==> src/rtl/dcnt_pkg.sv <==
package dcnt_pkg;
  localparam int unsigned DCNT_W_DEF = 8;

  typedef enum logic {
    DCNT_IDLE = 1'b0,
    DCNT_RUN  = 1'b1
  } dcnt_state_e;
endpackage

==> src/rtl/dcnt_borrow_chain.sv <==
// STAGES chained decrements of a_i; hit_o is the borrow out of the last
// stage, i.e. a_i == STAGES-1. dec_o is a_i - 1.
module dcnt_borrow_chain #(
  parameter int unsigned W      = 8,
  parameter int unsigned STAGES = 1
) (
  input  logic [W-1:0] a_i,
  output logic [W-1:0] dec_o,
  output logic         hit_o
);
  logic [STAGES-1:0][W-1:0] val;
  logic [STAGES-1:0][W-1:0] brw;

  assign val[0] = a_i;

  for (genvar s = 0; s < STAGES; s++) begin : g_stage
    assign brw[s][0] = 1'b1;
    for (genvar b = 1; b < W; b++) begin : g_bit
      assign brw[s][b] = brw[s][b-1] & ~val[s][b-1];
    end
    if (s < STAGES - 1) begin : g_mid
      assign val[s+1] = val[s] ^ brw[s];
    end else begin : g_last
      assign hit_o = brw[s][W-1] & ~val[s][W-1];
    end
  end

  assign dec_o = val[0] ^ brw[0];
endmodule

==> src/rtl/dcnt_ctrl.sv <==
module dcnt_ctrl
  import dcnt_pkg::*;
#(
  parameter int unsigned W = 8
) (
  input  logic         clk_i,
  input  logic         rst_ni,
  input  logic         load_i,
  input  logic [W-1:0] load_val_i,
  input  logic         load_one_i,
  input  logic         cnt_en_i,
  input  logic [W-1:0] nxt_i,
  input  logic         land_i,
  output logic [W-1:0] cnt_o,
  output logic         run_o,
  output logic         eoc_o
);
  localparam logic [W-1:0] ONE = W'(1);

  dcnt_state_e state_q;
  logic [W-1:0] cnt_q;
  logic         eoc_q;

  always_ff @(posedge clk_i or negedge rst_ni) begin
    if (!rst_ni) begin
      cnt_q   <= ONE;
      state_q <= DCNT_IDLE;
      eoc_q   <= 1'b1;
    end else if (load_i) begin
      cnt_q   <= load_val_i;
      state_q <= load_one_i ? DCNT_IDLE : DCNT_RUN;
      eoc_q   <= load_one_i;
    end else if (state_q == DCNT_RUN && cnt_en_i) begin
      cnt_q <= nxt_i;
      if (land_i) begin
        state_q <= DCNT_IDLE;
        eoc_q   <= 1'b1;
      end
    end
  end

  assign cnt_o = cnt_q;
  assign run_o = (state_q == DCNT_RUN);
  assign eoc_o = eoc_q;
endmodule

==> src/rtl/dcnt_term1.sv <==
module dcnt_term1
  import dcnt_pkg::*;
#(
  parameter int unsigned W = DCNT_W_DEF
) (
  input  logic         clk_i,
  input  logic         rst_ni,
  input  logic         load_i,
  input  logic [W-1:0] load_val_i,
  input  logic         cnt_en_i,
  output logic [W-1:0] count_o,
  output logic         busy_o,
  output logic         eoc_o
);
  logic [W-1:0] cnt;
  logic [W-1:0] nxt;
  logic         land;
  logic [W-1:0] ld_dec_unused_n;
  logic         ld_one;

  // count == 2: next step lands on one
  dcnt_borrow_chain #(.W(W), .STAGES(3)) i_step (
    .a_i  (cnt),
    .dec_o(nxt),
    .hit_o(land)
  );

  // load value == 1
  dcnt_borrow_chain #(.W(W), .STAGES(2)) i_ldchk (
    .a_i  (load_val_i),
    .dec_o(ld_dec_unused_n),
    .hit_o(ld_one)
  );

  dcnt_ctrl #(.W(W)) i_ctrl (
    .clk_i     (clk_i),
    .rst_ni    (rst_ni),
    .load_i    (load_i),
    .load_val_i(load_val_i),
    .load_one_i(ld_one),
    .cnt_en_i  (cnt_en_i),
    .nxt_i     (nxt),
    .land_i    (land),
    .cnt_o     (cnt),
    .run_o     (busy_o),
    .eoc_o     (eoc_o)
  );

  assign count_o = cnt;

  logic unused_ok;
  assign unused_ok = ^ld_dec_unused_n;
endmodule

==> config.mk <==
export PLATFORM = sky130hd
export DESIGN_NAME = dcnt_term1
export DESIGN_NICKNAME = d
export VERILOG_FILES = /design/src/rtl/dcnt_pkg.sv /design/src/rtl/dcnt_borrow_chain.sv /design/src/rtl/dcnt_ctrl.sv /design/src/rtl/dcnt_term1.sv
export SDC_FILE = /design/constraint.sdc
export NUM_CORES = 1
export LEC_CHECK = 0
export BUFFER_PORTS_ARGS = -buffer_cell sky130_fd_sc_hd__buf_2
export CORE_UTILIZATION = 46
export DETAILED_ROUTE_END_ITERATION = 16
export PLACE_DENSITY = 0.72
export RECOVER_POWER = 100
export REMOVE_ABC_BUFFERS = 1
export SLEW_MARGIN = 10
export SYNTH_ARGS = -nofsm -noshare
export SYNTH_HDL_FRONTEND = slang
export SYNTH_SLANG_ARGS = --single-unit
==> constraint.sdc <==
create_clock -name clk_i -period 2.7 [get_ports clk_i]
set_input_delay 0.135 -clock clk_i [delete_from_list [all_inputs] [get_ports clk_i]]
set_output_delay 0.135 -clock clk_i [all_outputs]
set_load 0.1 [all_outputs]
==> results of run 1 <==
==> synth_stat cells (3+ instances only) <==
library cell / n / area [µm²]
mux2_2: 4 / 45.0
dfrtp_1: 8 / 200
buf_4: 3 / 22.5
mux2i_1: 4 / 40.0
ha_1: 17 / 213
inv_1: 12 / 45.0
==> logic make-up after synthesis <==
group,count (synthesis)
adder cells (fa/ha/maj),17
buffers and inverters,16
AND/OR/NAND/NOR,12
AO/OA/AOI/OAI,11
flip-flops,10
multiplexers,8
XOR/XNOR,5
==> layer usage <==
layer,GRT usage,routed length (µm),part of all wire,vias up
li1,-,-,-,322
met1,0.246,859,0.46,319
met2,0.329,917,0.49,10
met3,0.0120,20,0.011,5
met4,0.145,57,0.031,0
met5,0,0,0,-
==> flip-flops by register name, indices dropped and copies added (netlist names) <==
signal,count
i_ctrl.cnt_o,8
i_ctrl.eoc_o,1
i_ctrl.run_o,1
==> power groups by stage <==
stage	logic (mW)	clock network [mW]	registers, mW
after CTS	0.326	0.143	0.185
after global routing	0.362	0.150	0.188
after global placement	0.301	0	0.187
after floorplan	0.0967	0	0.328
final	0.340	0.143	0.185
after detailed placement	0.309	0	0.188
==> area by class of cell <==
| cell class | count | area (µm²) |
|---|---|---|
| fillers | 158 | 638 |
| clock buffers | 4 | 36.3 |
| inverters | 12 | 45.0 |
| multi-input cells | 53 | 599 |
| repair buffers | 25 | 124 |
| well taps | 25 | 31.3 |
| flip-flops and latches | 10 | 253 |
==> through the flow <==
step	hold slack, ns	instance area (µm²)	instances
2_1_floorplan	-0.161	816	75
3_3_place_gp	0.00917	975	124
4_1_cts	0.0735	1060	129
6_report	0.0729	1090	129
3_5_place_dp	0.0121	975	124
5_1_grt	0.0807	1090	129
==> timing repair <==
item,CTS,global route
gates resized for setup,4,7
endpoints found under the hold margin,10,0
gates cloned,0,0
setup buffers,0,0
pin swaps,1,3
endpoints found under the setup margin,2,2
hold buffers,1,0
==> how the worst max path moves through the flow <==
stage | depth (start not counted) | start | end
2_1_floorplan | 11 | i_ctrl.cnt_o[1] | i_ctrl.run_o
3_3_place_gp | 11 | i_ctrl.cnt_o[0] | i_ctrl.run_o
3_5_place_dp | 11 | i_ctrl.cnt_o[0] | i_ctrl.run_o
4_1_cts | 11 | i_ctrl.cnt_o[0] | i_ctrl.run_o
5_1_grt | 11 | i_ctrl.cnt_o[0] | i_ctrl.run_o
6_report | 11 | i_ctrl.cnt_o[0] | i_ctrl.run_o
==> cells in the final DEF (no fill, tap or decap), types with 2 or more instances in the layout <==
cell type and n:
inv_1 12, clkbuf_1 11, buf_2 10, ha_1 8, dfrtp_1 8, ha_4 5, mux2i_1 4, mux2_2 4
ha_2 4, nand2_1 3, clkbuf_4 3, buf_4 3, nand3_1 2, xnor2_1 2, xor2_1 2, a21oi_1 2
a311oi_1 2, a21o_1 2, o21ai_0 2, dfstp_2 2
==> impl_results.md, run 1 <==
- Status: complete, no violations
- Min Clock Period, post-route: 2.66 ns
- Final design utilization: 0.630
- CORE AREA: 0.00173 mm²
- Critical-path cell list: inv_1 -> ha_1 -> ha_2 -> and2_4 -> ha_2 -> ha_2 -> ha_2 -> ha_4 -> nand4_4 -> nor4_4 -> o21ai_1
- Area fraction in compound gates after synthesis: 0.0875
- Period utilisation layout: 0.985
- Ys flop type: dfrtp_1
- Insertion delay of the later-clocked pin in the worst-skew pair: 0.28 ns
- Area share of fa/ha/maj cells after synthesis: 0.252
- Clock power share: 0.214
- Min-delay src: load_val_i[2]
- Clock sink count: 10
- Final HPWL DP: 1370 µm
- Post-synthesis simple-gate area fraction: 0.104
- Pwr Density: 614 mW/mm²
- Final count of pins violating max slew: 0
- Xor-xnor portion of the synthesized cell area: 0.0697
- Die width: 44.8 µm
- Maximum number of pins on one net before global-route repair: 16
- Synthesized netlist cell count: 79
- Post-Place Setup Slack: -0.0778 ns
- Netlist area before placement: 843 µm²
- Die Ht: 44.8 µm
- Sequential share of power: 0.277
- Syn_area_per_cell: 10.7 µm²
- End of the worst register-to-register path: i_ctrl.run_o
- Number of cells traversed by the worst hold path: 2
- Clk_skew: 0.00820 ns
- CTS H-tree lvls: 1
- P_leak: 0.529 nW
- Overall track demand over capacity in global routing: 0.199
- Fmax: 376 MHz
- Actual transition at the worst max-transition pin: 1.17 ns
- Overall power consumption: 668 µW
- Largest driver fanout on the critical path: 2
- Mux contribution to synthesized area: 0.101
- Global route overflow: 0
- Number of antenna-violating nets in the routed design: 0
- Highest ir drop seen on vdd: 0.288 mV
- Hold WC Path Type: input port to register
- Sw frac: 0.474
- Setup_tns: 0 ns
- Clock tree from TritonCTS: built
- Ratio of cells with drive above 1 in the final layout: 0.337
- Dominant cell type by count on the critical path: ha_2
- Hold Path End: i_ctrl.cnt_o[2]
- Initial detailed-routing violation count: 15
- Routed len/inst: 14.4 µm
- Category of the worst setup path launch point: register
- Num ports: 22
- Antenna diode count: 0
- Main combinational cell family by area after synthesis: adder cells
- Number of global-route vias before repair: 635
- Buffers on Ports: 21
- Initial standard-cell utilization of the core: 0.488
- Setup violators final: 0
- Clock slew at the register clock pins of the worst setup and hold paths: 0.08 ns
- Worst Reg-to-Reg Cells: 11
- 1st-pass router iterations: 4
- Row count: 15
- Cell internal pwr: 351 µW
- Critical path data required time: 2.85 ns
- Worst flop-to-flop path startpoint: i_ctrl.cnt_o[0]
- Hold Vio Cnt, Final: 0
- Mean number of vias per cell: 5.09
- First-pass GRT wire length: 2740 µm
- Gate family responsible for the most delay along the worst path: adder cells
- Inserted Clock Buffers: 3
- Max stage delay cell, worst path: dfstp_2
- R2R Setup Slk: 0.04 ns
- Final WL: 1850 µm
- WP data arrival: 2.81 ns
- Longest Clk Path Bufs: 2
- Post-layout nets: 134
- Final worst setup slack: 0.0416 ns
- Number of violations of the max-capacitance limit: 0
- Weighted congestion at the end of routability-driven global placement: 0.757
- Slowest stage delay, CP: 0.53 ns
- Worst slew margin: 0.224
- Layout-stage area growth over the synthesis result: 29.1%
- Gate power share: 0.509
- Number of enable flip-flop cells after synthesis: 0
- DRC violation count after routing: 0
- Setup crit end kind: register
- CP Buf/Inv Count: 1
- Critical setup path kind: register to register
- Vias after detailed routing: 656
- Root buffer cell: clkbuf_4
- Share of flip-flops with an asynchronous set or reset: 1.00
- Number of synthesized register bits: 10
- Number of antenna violations at the first check in global routing: 0
- Synth Warn #: 0
- Die footprint: 0.00201 mm²
- Net switching power: 317 µW
- Part of the Yosys area used for sequential elements: 0.300
- Count of cell types in the netlist: 28
Power figures use the tool's default switching activity.
==> run 2, diff against run 1 <==
CORE_UTILIZATION = 55   (was 46)
PLACE_DENSITY = 0.88   (was 0.72)
clock period = 3.28 ns   (was 2.7 ns; I/O delays follow)
==> impl_results.md, run 2 (synthesized netlist as in run 1, its figures left out) <==
- Critical path data required time: 3.42 ns (+0.57 ns)
- Number of antenna violations at the first check in global routing: 0 (unchanged)
- Pwr Density: 529 mW/mm² (-14%)
- Number of violations of the max-capacitance limit: 0 (unchanged)
- Sw frac: 0.479 (+0.00444)
- Row count: 13 (-2)
- Routed len/inst: 14.4 µm (about the same)
- Clock sink count: 10 (unchanged)
- Final design utilization: 0.705 (+0.0747)
- Setup repair after global routing missed its margin: false
- Final WL: 1670 µm (-10%)
- Number of antenna-violating nets in the routed design: 0 (unchanged)
- DRC violation count after routing: 0 (unchanged)
- Largest driver fanout on the critical path: 3 (+1)
- Final count of pins violating max slew: 0 (unchanged)
- Setup crit end kind: register
- P_leak: 0.522 nW (-1.4%)
- Gate power share: 0.464 (-0.045)
- Actual transition at the worst max-transition pin: 1.20 ns (+0.0307 ns)
- Final HPWL DP: 1290 µm (-6.1%)
- Weighted congestion at the end of routability-driven global placement: 0.811 (+7.2%)
- Longest Clk Path Bufs: 2 (unchanged)
- Inserted Clock Buffers: 3 (unchanged)
- Root buffer cell: clkbuf_4
- Category of the worst setup path launch point: register
- Post-cts repair resize count: 0 (-4)
- Cell internal pwr: 266 µW (-24%)
- CORE AREA: 0.00137 mm² (-21%)
- Number of flip-flops in the largest register: 8 (unchanged)
- Mean number of vias per cell: 5.21 (+2.4%)
- Most common cell after layout, fill and taps aside: ha_1
- Global route overflow: 0 (unchanged)
- Die Ht: 41.2 µm (-8.2%)
- First-pass GRT wire length: 2530 µm (-7.8%)
- Post-layout nets: 131 (-2.2%)
- Status: complete, no violations
- Critical setup path kind: register to register
- Period utilisation layout: 0.893 (-0.0919)
- Min Clock Period, post-route: 2.93 ns (+0.270 ns)
- Hold WC Path Type: input port to register
- Die width: 41.2 µm (-8.2%)
- Setup_tns: 0 ns (unchanged)
- Setup bufs post-CTS: 0 (unchanged)
- Fillers: 110 (-30%)
- CTS H-tree lvls: 1 (unchanged)
- Layout-stage area growth over the synthesis result: 14.2%
- Multi-input logic area: 509 µm² (-15%)
- Overall track demand over capacity in global routing: 0.254 (+0.0550)
- Clock tree from TritonCTS: built
- Seq. cell area: 253 µm² (unchanged)
- Net switching power: 244 µW (-23%)
- Clock slew at the register clock pins of the worst setup and hold paths: 0.07 ns (about the same)
- Die footprint: 0.00169 mm² (-16%)
- Most used cells in the layout excluding fill and tap cells: ha_1, inv_1, clkbuf_1, buf_2, dfrtp_1
- Worst slew margin: 0.204 (-0.0204)
- Num ports: 22 (unchanged)
- WP data arrival: 3.07 ns (+0.26 ns)
- Fmax: 342 MHz (-9.2%)
- Clk_skew: 0.00616 ns (-0.00204 ns)
- Sequential share of power: 0.303 (+0.026)
- Antenna diode count: 0 (unchanged)
- Setup violators final: 0 (unchanged)
- Ratio of cells with drive above 1 in the final layout: 0.198 (-0.139)
- Highest ir drop seen on vdd: 0.295 mV (+2.4%)
- Maximum number of pins on one net before global-route repair: 16 (unchanged)
- Initial detailed-routing violation count: 12 (-3)
- Buffers on Ports: 21 (unchanged)
- Vias after detailed routing: 604 (-7.9%)
- Number of global-route vias before repair: 576 (-9.3%)
- Insertion delay of the later-clocked pin in the worst-skew pair: 0.28 ns (about the same)
- Initial standard-cell utilization of the core: 0.617 (+0.129)
- 1st-pass router iterations: 4 (unchanged)
- Clock power share: 0.233 (+0.019)
- Hold Vio Cnt, Final: 0 (unchanged)
run 2: power by group through the flow:
stage / logic, mW / clock network (mW) / registers [mW]
finish: 0.237 / 0.119 / 0.154
global route: 0.254 / 0.127 / 0.157
CTS: 0.244 / 0.120 / 0.154
detailed placement: 0.243 / 0 / 0.156
global placement: 0.239 / 0 / 0.155
floorplan: 0.0796 / 0 / 0.270
run 2: cell type report:
| cell class | instances | area share |
|---|---|---|
| repair buffers | 22 | 0.105 |
| well taps | 15 | 0.0195 |
| inverters | 12 | 0.0468 |
| flip-flops and latches | 10 | 0.262 |
| clock buffers | 4 | 0.0377 |
| multi-input cells | 53 | 0.529 |
run 2: metal layers:
metal	vias up	GRT usage	wire (µm)
li1	318	-	-
met1	266	0.296	775
met2	15	0.395	781
met3	5	0.0978	70
met4	0	0.145	38
met5	-	0	0
run 2: worst max-delay path, stage by stage, from the launching register on:
cell and delay (ns):
dfstp_1 0.55, inv_1 0.09, ha_1 0.21, ha_1 0.18
ha_1 0.18, ha_1 0.18, ha_1 0.29, ha_1 0.20
ha_1 0.31, nand4_4 0.10, nor4_1 0.34, o21ai_0 0.15
run 2: worst paths after layout:
path / from / endpoint / slack [ns] / cells past startpoint
max: i_ctrl.cnt_o[0] / i_ctrl.run_o / 0.35 / 11
max in group asynchronous: rst_ni / i_ctrl.cnt_o[7] / 2.50 / 2
min reg2reg: i_ctrl.eoc_o / i_ctrl.eoc_o / 0.65 / 1
min: load_val_i[2] / i_ctrl.cnt_o[2] / 0.11 / 2
max reg2reg: i_ctrl.cnt_o[0] / i_ctrl.run_o / 0.35 / 11
min in group asynchronous: rst_ni / i_ctrl.cnt_o[4] / 0.40 / 2
run 2: per-stage QoR:
stage          std cells  power [mW]  hold slack [ns]  worst slack (ns)  area (µm²)
4_1_cts              116       0.519            0.109             0.455         986
5_1_grt              116       0.538           0.0960             0.235         963
2_1_floorplan         75       0.350           -0.132            0.0196         816
3_3_place_gp         111       0.394           0.0339             0.541         940
6_report             116       0.510            0.109             0.352         963
3_5_place_dp         111       0.399           0.0406             0.469         940
run 2: repair_timing:
item,4_1_cts,5_1_grt
setup endpoints to repair,0,0
hold buffers,1,0
hold endpoints to repair,10,0
==> run 3, diff against run 2 <==
CORE_UTILIZATION = 40   (was 55)
PLACE_DENSITY = 0.68   (was 0.88)
clock period = 2.75 ns   (was 3.28 ns; I/O delays follow)
==> impl_results.md, run 3 (synthesized netlist as in run 1, its figures left out) <==
- Actual transition at the worst max-transition pin: 1.19 ns (-0.00714 ns)
- CORE AREA: 0.00196 mm² (+44%)
- Routed len/inst: 13.6 µm (-5.0%)
- Setup violators final: 0 (unchanged)
- Initial standard-cell utilization of the core: 0.430 (-0.187)
- Longest Clk Path Bufs: 2 (unchanged)
- Final count of pins violating max slew: 0 (unchanged)
- First-pass GRT wire length: 2610 µm (+3.3%)
- Row count: 16 (+3)
- Pwr Density: 598 mW/mm² (+13%)
- Critical setup path kind: register to register
- Category of the worst setup path launch point: register
- Die width: 47.9 µm (+16%)
- Sequential share of power: 0.280 (-0.023)
- Status: complete, no violations
- Num ports: 22 (unchanged)
- Most common cell after layout, fill and taps aside: inv_1
- Dominant cell type by count on the critical path: ha_1
- Final WL: 1790 µm (+7.3%)
- Overall track demand over capacity in global routing: 0.169 (-0.0850)
- Insertion delay of the later-clocked pin in the worst-skew pair: 0.28 ns (about the same)
- Number of cells traversed by the worst hold path: 2 (unchanged)
- Clock sink count: 10 (unchanged)
- Die Ht: 47.9 µm (+16%)
- CTS H-tree lvls: 1 (unchanged)
- Cell internal pwr: 341 µW (+28%)
- Inserted Clock Buffers: 3 (unchanged)
- Fillers: 197 (+79%)
- Global route overflow: 0 (unchanged)
- Buffers on Ports: 21 (unchanged)
- Final worst setup slack: 0.0532 ns (-0.299 ns)
- Critical path data required time: 2.97 ns (-0.45 ns)
- Clock slew at the register clock pins of the worst setup and hold paths: 0.08 ns (about the same)
- Post-Place Setup Slack: -0.0647 ns (-0.534 ns)
- Min Clock Period, post-route: 2.70 ns (-0.231 ns)
- Placed cell count: 125 (+13%)
- DRC violation count after routing: 0 (unchanged)
- WP data arrival: 2.92 ns (-0.15 ns)
- Final HPWL DP: 1300 µm (+0.74%)
- Layout-stage area growth over the synthesis result: 28.5%
- Most used cells in the layout excluding fill and tap cells: inv_1, clkbuf_1, ha_1, buf_2, dfrtp_1
- Period utilisation layout: 0.981 (+0.0879)
- Largest driver fanout on the critical path: 2 (-1)
- Max stage delay cell, worst path: dfstp_2
- Mean number of vias per cell: 4.95 (-4.9%)
- Weighted congestion at the end of routability-driven global placement: 0.752 (-7.4%)
- Clock tree from TritonCTS: built
- Post-layout nets: 134 (+2.3%)
- Worst Reg-to-Reg Cells: 11 (unchanged)
- Number of antenna violations at the first check in global routing: 0 (unchanged)
- Sw frac: 0.474 (-0.00494)
- Hold WC Path Type: input port to register
- Highest ir drop seen on vdd: 0.282 mV (-4.3%)
- Maximum number of pins on one net before global-route repair: 16 (unchanged)
- Initial detailed-routing violation count: 5 (-7)
- Ratio of cells with drive above 1 in the final layout: 0.308 (+0.110)
- Gate power share: 0.503 (+0.039)
- Setup crit end kind: register
- Antenna diode count: 0 (unchanged)
- Hold Vio Cnt, Final: 0 (unchanged)
- Net switching power: 307 µW (+26%)
- Clk_skew: 0.0120 ns (+0.00587 ns)
- 1st-pass router iterations: 4 (unchanged)
- Vias after detailed routing: 649 (+7.5%)
- Die footprint: 0.00230 mm² (+36%)
- Number of antenna-violating nets in the routed design: 0 (unchanged)
- Number of flip-flops in the largest register: 8 (unchanged)
- Root buffer cell: clkbuf_4
- Critical-path cell list: inv_1 -> ha_1 -> ha_1 -> ha_2 -> ha_1 -> ha_2 -> ha_4 -> ha_4 -> nand4_4 -> nor4_4 -> o31a_1
- Number of violations of the max-capacitance limit: 0 (unchanged)
- P_leak: 0.531 nW (+1.8%)
- Number of global-route vias before repair: 590 (+2.4%)
- Worst slew margin: 0.208 (+0.00474)
- Non-filler instance count after layout: 131 (+13%)
- Clock power share: 0.217 (-0.016)
- Slowest stage delay, CP: 0.53 ns (-0.02 ns)
- Fmax: 371 MHz (+8.6%)
run 3: metrics by stage:
stage	power [mW]	area (µm²)	TNS, ns	hold slack (ns)	util
final	0.648	1080	0	0.0735	0.552
after global routing	0.685	1080	-0.00991	0.0884	0.552
after CTS	0.637	1050	0	0.0766	0.535
after detailed placement	0.483	970	-0.121	0.0120	0.494
after global placement	0.477	970	0	0.0118	0.494
after floorplan	0.417	816	-0.998	-0.158	-
run 3: metal layers:
| metal | routed length, µm | global-route usage | vias to the layer above |
|---|---|---|---|
| li1 | - | - | 321 |
| met1 | 732 | 0.208 | 302 |
| met2 | 936 | 0.276 | 17 |
| met3 | 41 | 0.00755 | 9 |
| met4 | 77 | 0.133 | 0 |
| met5 | 0 | 0 | - |
run 3: worst max-delay path: cells and delay by family (launching register included):
kind / cells / cell delay [ns]
fa+ha+maj: 7 / 1.47
flops: 1 / 0.53
simple gates: 2 / 0.39
compound gates: 1 / 0.20
buf+inv: 1 / 0.05
run 3: final timing paths:
| path | startpoint | end | slack (ns) |
|---|---|---|---|
| max reg2reg | i_ctrl.cnt_o[0] | i_ctrl.eoc_o | 0.05 |
| min | load_val_i[2] | i_ctrl.cnt_o[2] | 0.07 |
| min in group asynchronous | rst_ni | i_ctrl.run_o | 0.36 |
| max in group asynchronous | rst_ni | i_ctrl.cnt_o[4] | 2.01 |
| max | i_ctrl.cnt_o[0] | i_ctrl.eoc_o | 0.05 |
| min reg2reg | i_ctrl.eoc_o | i_ctrl.eoc_o | 0.64 |
run 3: repair_timing:
| item | in CTS | in global routing |
|---|---|---|
| endpoints found under the hold margin | 10 | 0 |
| setup endpoints to repair | 2 | 2 |
| gates resized for setup | 3 | 6 |
| pin swaps | 1 | 5 |
| hold buffers | 1 | 0 |
| cloned | 0 | 0 |
| setup buffers | 0 | 1 |
run 3: final cells by class:
cell class / instances / area (µm²) / share of cell area
multi-input cells: 53 / 592 / 0.546
inverters: 12 / 45.0 / 0.0416
flip-flops and latches: 10 / 253 / 0.233
clock buffers: 4 / 36.3 / 0.0335
well taps: 27 / 33.8 / 0.0312
repair buffers: 25 / 124 / 0.114
run 3: power by group through the flow:
stage	Clock (mW)	Sequential, mW	Combinational (mW)
after global routing	0.150	0.184	0.351
after global placement	0	0.183	0.294
after detailed placement	0	0.185	0.298
after CTS	0.140	0.182	0.315
after floorplan	0	0.322	0.0949
final	0.141	0.181	0.326
